**src/rtl/spi_rx_pkg.sv**
```systemverilog
package spi_rx_pkg;
  localparam int unsigned BYTE_W = 8;
  typedef enum logic {MODE_UNIT = 1'b0, MODE_SEQ = 1'b1} rx_mode_e;
endpackage

```
**src/rtl/spi_rx_deser.sv**
```systemverilog
module spi_rx_deser #(
  parameter int unsigned W = 8
) (
  input  logic         clk,
  input  logic         rst,
  input  logic         sclk,
  input  logic         sdi,
  output logic         byte_vld,
  output logic [W-1:0] byte_q
);
  localparam int unsigned CW = $clog2(W);

  logic         sclk_q;
  logic [W-2:0] sh;
  logic [CW-1:0] cnt;
  logic         rise;

  assign rise = sclk & ~sclk_q;

  always_ff @(posedge clk) begin
    if (rst) begin
      sclk_q   <= 1'b0;
      sh       <= '0;
      cnt      <= '0;
      byte_vld <= 1'b0;
      byte_q   <= '0;
    end else begin
      sclk_q   <= sclk;
      byte_vld <= 1'b0;
      if (rise) begin
        sh <= {sh[W-3:0], sdi};
        if (cnt == CW'(W-1)) begin
          cnt      <= '0;
          byte_vld <= 1'b1;
          byte_q   <= {sh, sdi};
        end else begin
          cnt <= cnt + 1'b1;
        end
      end
    end
  end


  byte_gap_chk: assert property (@(posedge clk) disable iff (rst)
    byte_vld |=> !byte_vld);
endmodule

```
**src/rtl/spi_rx_store.sv**
```systemverilog
module spi_rx_store
  import spi_rx_pkg::*;
#(
  parameter int unsigned W     = 8,
  parameter int unsigned DEPTH = 32,
  localparam int unsigned AW   = $clog2(DEPTH),
  localparam int unsigned LW   = AW + 1
) (
  input  logic          clk,
  input  logic          rst,
  input  rx_mode_e      mode,
  input  logic          wr_vld,
  input  logic [W-1:0]  wr_data,
  input  logic          rd_stb,
  output logic [W-1:0]  dout,
  output logic [LW-1:0] level,
  output logic          ovr
);
  logic [W-1:0]  mem [DEPTH];
  logic [AW-1:0] wp, rp;
  logic          is_seq, full, empty, push, pop;

  assign is_seq = (mode == MODE_SEQ);
  assign full   = (level == LW'(DEPTH));
  assign empty  = (level == '0);
  assign push   = is_seq & wr_vld & ~full;
  assign pop    = is_seq & rd_stb & ~empty;

  always_ff @(posedge clk) begin
    if (push) mem[wp] <= wr_data;
  end

  always_ff @(posedge clk) begin
    if (rst) begin
      wp    <= '0;
      rp    <= '0;
      level <= '0;
      ovr   <= 1'b0;
      dout  <= '0;
    end else begin
      if (push) wp <= (wp == AW'(DEPTH-1)) ? '0 : wp + 1'b1;
      if (pop)  rp <= (rp == AW'(DEPTH-1)) ? '0 : rp + 1'b1;
      case ({push, pop})
        2'b10:   level <= level + 1'b1;
        2'b01:   level <= level - 1'b1;
        default: level <= level;
      endcase
      if (is_seq && wr_vld && full) ovr <= 1'b1;
      if (!is_seq && wr_vld)        dout <= wr_data;
      else if (pop)                 dout <= mem[rp];
    end
  end


  lvl_bound_chk: assert property (@(posedge clk) disable iff (rst)
    level <= LW'(DEPTH));

  ovr_sticky_chk: assert property (@(posedge clk) disable iff (rst)
    ovr |=> ovr);

  empty_read_chk: assert property (@(posedge clk) disable iff (rst)
    (rd_stb && empty && !wr_vld) |=> (level == '0) && $stable(dout));

  both_hold_chk: assert property (@(posedge clk) disable iff (rst)
    (is_seq && wr_vld && rd_stb && !empty && !full) |=> $stable(level));
endmodule

```
**src/rtl/spi_rx_irq.sv**
```systemverilog
module spi_rx_irq
  import spi_rx_pkg::*;
#(
  parameter int unsigned DEPTH = 32,
  parameter int unsigned LW    = 6
) (
  input  logic          clk,
  input  logic          rst,
  input  rx_mode_e      mode,
  input  logic          wr_vld,
  input  logic [LW-1:0] level,
  output logic          irq_fill,
  output logic          irq_end
);
  localparam int unsigned HALF = DEPTH / 2;

  logic [LW-1:0] lvl_q;
  logic          hit_half, hit_full, unit_byte;

  assign hit_half  = (level == LW'(HALF))  && (lvl_q == LW'(HALF-1));
  assign hit_full  = (level == LW'(DEPTH)) && (lvl_q == LW'(DEPTH-1));
  assign unit_byte = (mode == MODE_UNIT) && wr_vld;

  always_ff @(posedge clk) begin
    if (rst) begin
      lvl_q    <= '0;
      irq_fill <= 1'b0;
      irq_end  <= 1'b0;
    end else begin
      lvl_q    <= level;
      irq_fill <= unit_byte | ((mode == MODE_SEQ) & (hit_half | hit_full));
      irq_end  <= unit_byte | ((mode == MODE_SEQ) & hit_full);
    end
  end


  fill_pulse_chk: assert property (@(posedge clk) disable iff (rst)
    irq_fill |=> !irq_fill);

  end_pulse_chk: assert property (@(posedge clk) disable iff (rst)
    irq_end |=> !irq_end);

  end_with_fill_chk: assert property (@(posedge clk) disable iff (rst)
    irq_end |-> irq_fill);
endmodule

```
**src/rtl/spi_rx_path.sv**
```systemverilog
module spi_rx_path
  import spi_rx_pkg::*;
#(
  parameter int unsigned DEPTH = 32,
  localparam int unsigned LW   = $clog2(DEPTH) + 1
) (
  input  logic              clk,
  input  logic              rst,
  input  logic              sclk_in,
  input  logic              sdata_in,
  input  logic              rd_stb,
  input  logic              seq_mode,
  output logic [BYTE_W-1:0] rd_data,
  output logic [LW-1:0]     fifo_level,
  output logic              irq_fill,
  output logic              irq_end,
  output logic              overrun
);
  rx_mode_e          md;
  logic              byte_vld;
  logic [BYTE_W-1:0] byte_q;

  assign md = seq_mode ? MODE_SEQ : MODE_UNIT;

  spi_rx_deser #(.W(BYTE_W)) u_deser (
    .clk(clk), .rst(rst), .sclk(sclk_in), .sdi(sdata_in),
    .byte_vld(byte_vld), .byte_q(byte_q)
  );

  spi_rx_store #(.W(BYTE_W), .DEPTH(DEPTH)) u_store (
    .clk(clk), .rst(rst), .mode(md), .wr_vld(byte_vld), .wr_data(byte_q),
    .rd_stb(rd_stb), .dout(rd_data), .level(fifo_level), .ovr(overrun)
  );

  spi_rx_irq #(.DEPTH(DEPTH), .LW(LW)) u_irq (
    .clk(clk), .rst(rst), .mode(md), .wr_vld(byte_vld), .level(fifo_level),
    .irq_fill(irq_fill), .irq_end(irq_end)
  );
endmodule

```
**config.mk**
```make
export PLATFORM = sky130hd
export DESIGN_NAME = spi_rx_path
export DESIGN_NICKNAME = d
export VERILOG_FILES = /design/src/rtl/spi_rx_pkg.sv /design/src/rtl/spi_rx_deser.sv /design/src/rtl/spi_rx_store.sv /design/src/rtl/spi_rx_irq.sv /design/src/rtl/spi_rx_path.sv
export SDC_FILE = /design/constraint.sdc
export NUM_CORES = 1
export LEC_CHECK = 0
export ABC_AREA = 0
export BUFFER_PORTS_ARGS = -buffer_cell sky130_fd_sc_hd__buf_4
export CAP_MARGIN = 30
export CORE_MARGIN = 1.5
export CORE_UTILIZATION = 29
export DETAILED_ROUTE_END_ITERATION = 12
export HOLD_SLACK_MARGIN = 0.03
export PLACE_DENSITY_LB_ADDON = 0.15
export SLEW_MARGIN = 20
export SYNTH_ARGS = -nofsm -noshare
export SYNTH_HDL_FRONTEND = slang
export SYNTH_SLANG_ARGS = --single-unit
```
**constraint.sdc**
```tcl
create_clock -name clk -period 7.2 [get_ports clk]
set_input_delay 1.08 -clock clk [delete_from_list [all_inputs] [get_ports clk]]
set_output_delay 1.08 -clock clk [all_outputs]
set_load 0.03 [all_outputs]
```
==> impl_metrics.json, run 1 <==
{
  "setup_viol_count_final": 0,
  "dp_worst_setup_slack_ns": 3.31,
  "seq_area_frac_synth": 0.716,
  "portBuffers": 22,
  "final_core_util": 0.341,
  "cts_tree": "yes",
  "dieHeight_um": 209,
  "syn_nets": 771,
  "worst_pin_slew_ns": 0.914,
  "start_util": 0.294,
  "ant_nets": 0,
  "yosys-top-cells-area": "edfxtp_1, mux4_2, dfxtp_1, mux2i_1, a21oi_1",
  "fmax_mhz": 268,
  "status": "completed",
  "synth-edff-count": 256,
  "rr_startpoint": "u_store.level[1]",
  "drtIter0Drc": 552,
  "dpl.hpwl_um": 17000,
  "groute.usage.overall": 0.133,
  "die_w_um": 209,
  "antenna_found_initial": 0,
  "ir_drop_v": 0.000153,
  "cap_violations": 0,
  "grt_pass1_vias": 6472,
  "crit_arrival_ns": 4.14,
  "clockRootBuffer": "clkbuf_16",
  "vias_per_cell": 4.78,
  "diodes": 0,
  "r2r_slack_ns": 3.47,
  "routedWlPerCell_um": 21.3,
  "htreeDepth": 2,
  "synth_top_area_frac": 0.622,
  "cp_cell_sequence": "or4_4 -> o311ai_4 -> inv_1 -> ha_1 -> xor2_1 -> ha_1 -> inv_1 -> o311ai_0 -> a21oi_1 -> a21oi_1 -> o31ai_1 -> mux2_4",
  "clock_sinks": 314,
  "slew_headroom": 0.388,
  "whs_path_depth": 2,
  "clk_latency_ns": 0.52,
  "post_cts_buffers": 0,
  "synth_top_area_cell": "edfxtp_1",
  "path_class": "flip-flop to flip-flop",
  "cts_buffers": 37,
  "min_to": "u_deser.sh[6]",
  "critPathSlowestCell": "o311ai_4",
  "drt-total-wl_um": 28800,
  "final_hold_viol_count": 0,
  "synth_async_sr_flop_share": 0,
  "rsz0062_at_grt": "false",
  "syn_avg_cell_area_sq_um": 16.4,
  "powerDensity_nw_per_um2": 261,
  "cp.required_ns": 7.61,
  "fin_crit_sh": 0.518,
  "mostFrequentLayoutCell": "edfxtp_1",
  "synth.distinct_cells": 46,
  "cp-end-kind": "flip-flop",
  "overflow": 0,
  "drt_pass1_iterations": 5,
  "fin_skew_ns": 0.0173,
  "hp-start": "u_deser.sh[6]",
  "slew_viol_final": 0,
  "ys_warn_count": 0,
  "fin_tns_setup_ns": 0,
  "post_cts_resize_count": 0,
  "power.leakage_nw": 3.99,
  "grt_max_degree": 60,
  "r2r-end": "u_store.level[4]",
  "min_period_ns": 3.73,
  "drc": 0,
  "grt_pass1_wl_um": 43000,
  "r2r_cells": 12,
  "fp-row-count": 75,
  "critPathLaunchType": "flip-flop",
  "syn-cell-area_sq_um": 12400,
  "cts_hold_repair.buffers": 0,
  "cts_buffer_depth": 3,
  "nNetsFinal": 806,
  "max_stage_delay_ns": 0.67,
  "drive_gt1_frac": 0.183,
  "synth_seq_cells": 314,
  "cp_max_fo": 19,
  "io_pins": 23,
  "dieArea_sq_um": 43900,
  "synthCells": 754,
  "num_vias": 6470,
  "cts.clk_slew.worst_paths_ns": 0.05,
  "layout_setup_ws_ns": 3.47,
  "gp_congestion": 0.749,
  "core-area_sq_um": 42000,
  "synth_flop_cell": "edfxtp_1",
  "min_path_type": "flip-flop to flip-flop",
  "area_delta_synth_final_pct": 15.9,
  "final_cell_mix": "edfxtp_1, a21oi_1, nor2_1"
}
stage by stage:
step | area [sq um] | hold slack (ns) | instances | total power (W)
finish | 14300 | 0.455 | 1354 | 0.00374
global placement | 13100 | 0.444 | 1286 | 0.00199
global route | 14300 | 0.480 | 1354 | 0.00386
floorplan | 12400 | 0.437 | 754 | 0.00199
CTS | 14300 | 0.456 | 1351 | 0.00379
detailed placement | 13100 | 0.448 | 1286 | 0.00199
sequential cells by signal (all words and copies together), names as in the netlist, 3 cells and up, named ones only:
name and count:
u_store.mem 256, u_irq.lvl_q 6, u_store.level 6, u_store.dout 8, u_store.wp 5, u_deser.byte_q 8
u_deser.cnt 3, u_store.rp 5, u_deser.sh 7
synthesized netlist by cell type (2+ instances only):
library cell and instances:
a21oi_1 65, a31oi_1 2, a41oi_1 2, and3_1 10, buf_1 7, buf_2 8
clkbuf_1 24, dfxtp_1 58, edfxtp_1 256, ha_1 11, inv_1 8, mux2i_1 33
mux4_2 56, nand2_1 50, nand2b_1 5, nand3_1 12, nand3b_1 6, nor2_1 59
nor2b_1 8, nor3_1 3, nor3b_1 2, o21a_1 2, o21ai_0 16, o221ai_1 15
o2bb2ai_1 7, o31ai_1 2, or3_1 3, or4_1 2, xor2_1 5
routing by layer:
| layer | global-route usage | up-vias | part of all wire |
|---|---|---|---|
| met5 | 0 | - | 0 |
| met4 | 0.0387 | 0 | 0.021 |
| met3 | 0.0221 | 42 | 0.040 |
| met1 | 0.188 | 3279 | 0.47 |
| li1 | - | 3028 | - |
| met2 | 0.212 | 121 | 0.47 |
worst max path at each step:
stage | startpoint | end | slack (ns) | cells past startpoint
floorplan | seq_mode | u_store.level[4] | 3.77 | 13
global placement | seq_mode | u_store.level[4] | 3.35 | 13
detailed placement | seq_mode | u_store.level[4] | 3.31 | 13
CTS | u_store.level[1] | u_store.level[4] | 3.51 | 12
global route | u_store.level[1] | u_store.level[4] | 3.19 | 12
finish | u_store.level[1] | u_store.level[4] | 3.47 | 12
layout make-up:
class | instances | area (sq um)
inverter | 8 | 30.0
multi-input combinational | 392 | 3320
sequential | 314 | 8860
fill | 4049 | 27700
clock inverter | 13 | 111
tap | 539 | 674
clock buffer | 52 | 1040
timing repair buffer | 36 | 290
worst max-delay path: cells and delay by family, from the launching register on:
kind / cells / cell delay (ns)
adders and majority gates: 2 / 0.67
and+or+nand+nor: 1 / 0.59
DFF: 1 / 0.38
buffers and inverters: 2 / 0.28
AOI/OAI and AO/OA: 5 / 1.15
muxes: 1 / 0.33
xor gates and xnor gates: 1 / 0.22
where the power goes:
part           switching [W]  internal, W  total [W]
Clock               0.000707      0.00108    0.00179
Sequential        0.00000102      0.00194    0.00194
Combinational      0.0000116   0.00000422  0.0000158
logic make-up (layout without fill, tap and decap cells):
group	count (synthesis)	after routing	share of synthesized area
DFF	314	314	0.716
xor gates and xnor gates	6	6	0.00425
and+or+nand+nor	166	166	0.0627
AOI/OAI and AO/OA	119	119	0.0603
buffers and inverters	48	109	0.0160
adders and majority gates	11	11	0.0111
muxes	90	90	0.130
Power figures use the tool's default switching activity.
==> run 2, diff against run 1 <==
==> constraint.sdc (replaced) <==
create_clock -name clk -period 3.5 [get_ports clk]
set_input_delay 0.525 -clock clk [delete_from_list [all_inputs] [get_ports clk]]
set_output_delay 0.525 -clock clk [all_outputs]
set_load 0.03 [all_outputs]
==> impl_metrics.json, run 2 (synthesized netlist as in run 1, its figures left out) <==
{
  "status": "completed",
  "fp-row-count": 75,
  "seq_area_sq_um": 8860,
  "cts_buffers": 36,
  "critPathLaunchType": "flip-flop",
  "cp-end-kind": "flip-flop",
  "finalInstanceArea_sq_um": 14300,
  "vias_per_cell": 4.80,
  "setup_viol_count_final": 0,
  "drt-total-wl_um": 29200,
  "fin_crit_sh": 0.892,
  "dpl.hpwl_um": 17600,
  "ant_nets": 0,
  "hold_slack_ns": 0.260,
  "io_pins": 23,
  "dieArea_sq_um": 43900,
  "worst_pin_slew_ns": 0.934,
  "whs_path_depth": 2,
  "mostFrequentLayoutCell": "edfxtp_1",
  "layout_setup_ws_ns": 0.379,
  "powerDensity_nw_per_um2": 522,
  "fin_skew_ns": 0.0105,
  "r2r_cells": 13,
  "clk_latency_ns": 0.50,
  "antenna_found_initial": 1,
  "slew_headroom": 0.375,
  "nNetsFinal": 815,
  "crit_arrival_ns": 3.51,
  "final_cell_mix": "edfxtp_1, a21oi_1, nor2_1",
  "multi_input_area_sq_um": 3320,
  "hp-start": "sclk_in",
  "cp_cell_sequence": "or4_4 -> nor2_1 -> a21oi_1 -> inv_1 -> ha_1 -> xor2_1 -> ha_1 -> inv_1 -> o311ai_0 -> a21oi_1 -> a21oi_1 -> o31ai_1 -> mux2_4",
  "clock_sinks": 314,
  "cts_hold_repair.buffers": 0,
  "num_vias": 6542,
  "clockRootBuffer": "clkbuf_16",
  "r2r-end": "u_store.level[4]",
  "crit_start": "u_store.level[1]",
  "cp.required_ns": 3.89,
  "cts_buffer_depth": 3,
  "area_delta_synth_final_pct": 15.9,
  "cts_tree": "yes",
  "min_path_type": "input port to flip-flop",
  "cap_violations": 0,
  "grt_max_degree": 60,
  "num-fill-cells": 4054,
  "r2r_slack_ns": 0.38,
  "fmax_mhz": 320,
  "dpl_cell_area_sq_um": 13300,
  "post_cts_resize_count": 0,
  "rr_startpoint": "u_store.level[1]",
  "largest_register_ffs": 256,
  "ir_drop_v": 0.000283,
  "start_util": 0.294,
  "drtIter0Drc": 546,
  "min_to": "u_deser.sclk_q",
  "drive_gt1_frac": 0.191,
  "cts.clk_slew.worst_paths_ns": 0.06,
  "gp_congestion": 0.748,
  "final_hold_viol_count": 0,
  "power_w": 0.00748,
  "dp_worst_setup_slack_ns": 0.403,
  "groute.usage.overall": 0.136,
  "path_class": "flip-flop to flip-flop",
  "path_buf_inv": 2,
  "path_delay_family": "simple AND/OR/NAND/NOR gates",
  "fin_tns_setup_ns": 0,
  "drt_pass1_iterations": 5,
  "grt_pass1_wl_um": 44100,
  "portBuffers": 22,
  "cpMostUsedCell": "a21oi_1",
  "post_cts_buffers": 0,
  "max_stage_delay_ns": 0.59,
  "min_period_ns": 3.12,
  "cp_max_fo": 9,
  "grt_pass1_vias": 6726,
  "rsz0062_at_grt": "false",
  "slew_viol_final": 0,
  "routedWlPerCell_um": 21.4,
  "htreeDepth": 2,
  "reg_top3": "u_store.mem (256), u_deser.byte_q (8), u_store.dout (8)",
  "critPathSlowestCell": "or4_4",
  "dieHeight_um": 209,
  "power.leakage_nw": 4.01,
  "drc": 0,
  "die_w_um": 209,
  "overflow": 0,
  "core-area_sq_um": 42000,
  "diodes": 0,
  "top_register": "u_store.mem"
}
-- run 2: changes by cell type in the layout (fill, tap and decap cells not counted), sizes merged --
cell,before,now
clkinv,10,18
bufinv,2,1
inv,9,8
buf,36,46
clkbuf,52,44
-- run 2: final cells by class --
cell class              instances  area share
flip-flops and latches        314       0.618
multi-input cells             392       0.232
clock buffers                  44      0.0681
well taps                     539      0.0471
repair buffers                 46      0.0258
clock inverters                19     0.00707
inverters                       8     0.00210
-- run 2: through the flow --
| stage | cells | util |
|---|---|---|
| after floorplan | 754 | - |
| after global placement | 1299 | 0.315 |
| after detailed placement | 1299 | 0.315 |
| after CTS | 1362 | 0.341 |
| after global routing | 1362 | 0.341 |
| final | 1362 | 0.341 |
-- run 2: power breakdown --
group          total (W)  internal, W  switching [W]  leakage (nW)
clock            0.00346      0.00204        0.00142         0.529
combinational  0.0000324   0.00000873      0.0000237          1.03
sequential       0.00399      0.00398     0.00000216          2.46
total            0.00748      0.00603        0.00145          4.01
-- run 2: how the worst max path moves through the flow --
stage                       end  depth (start not counted)
6_report       u_store.level[4]                         13
5_1_grt        u_store.level[4]                         13
4_1_cts        u_store.level[4]                         13
3_5_place_dp   u_store.level[4]                         13
3_3_place_gp   u_store.level[4]                         13
2_1_floorplan  u_store.level[4]                         15
-- run 2: worst register-to-register path, cell delays in order (launching register included) --
cell and delay [ns]:
dfxtp_1 0.40, or4_4 0.60, nor2_1 0.20, a21oi_1 0.12, inv_1 0.19, ha_1 0.33, xor2_1 0.18, ha_1 0.18
inv_1 0.05, o311ai_0 0.10, a21oi_1 0.12, a21oi_1 0.14, o31ai_1 0.11, mux2_4 0.31
-- run 2: metal layers --
layer | part of all wire | routed length [um] | GRT usage
met1 | 0.47 | 13800 | 0.193
met2 | 0.47 | 13600 | 0.215
met3 | 0.036 | 1050 | 0.0201
met4 | 0.023 | 682 | 0.0434
met5 | 0 | 0 | 0
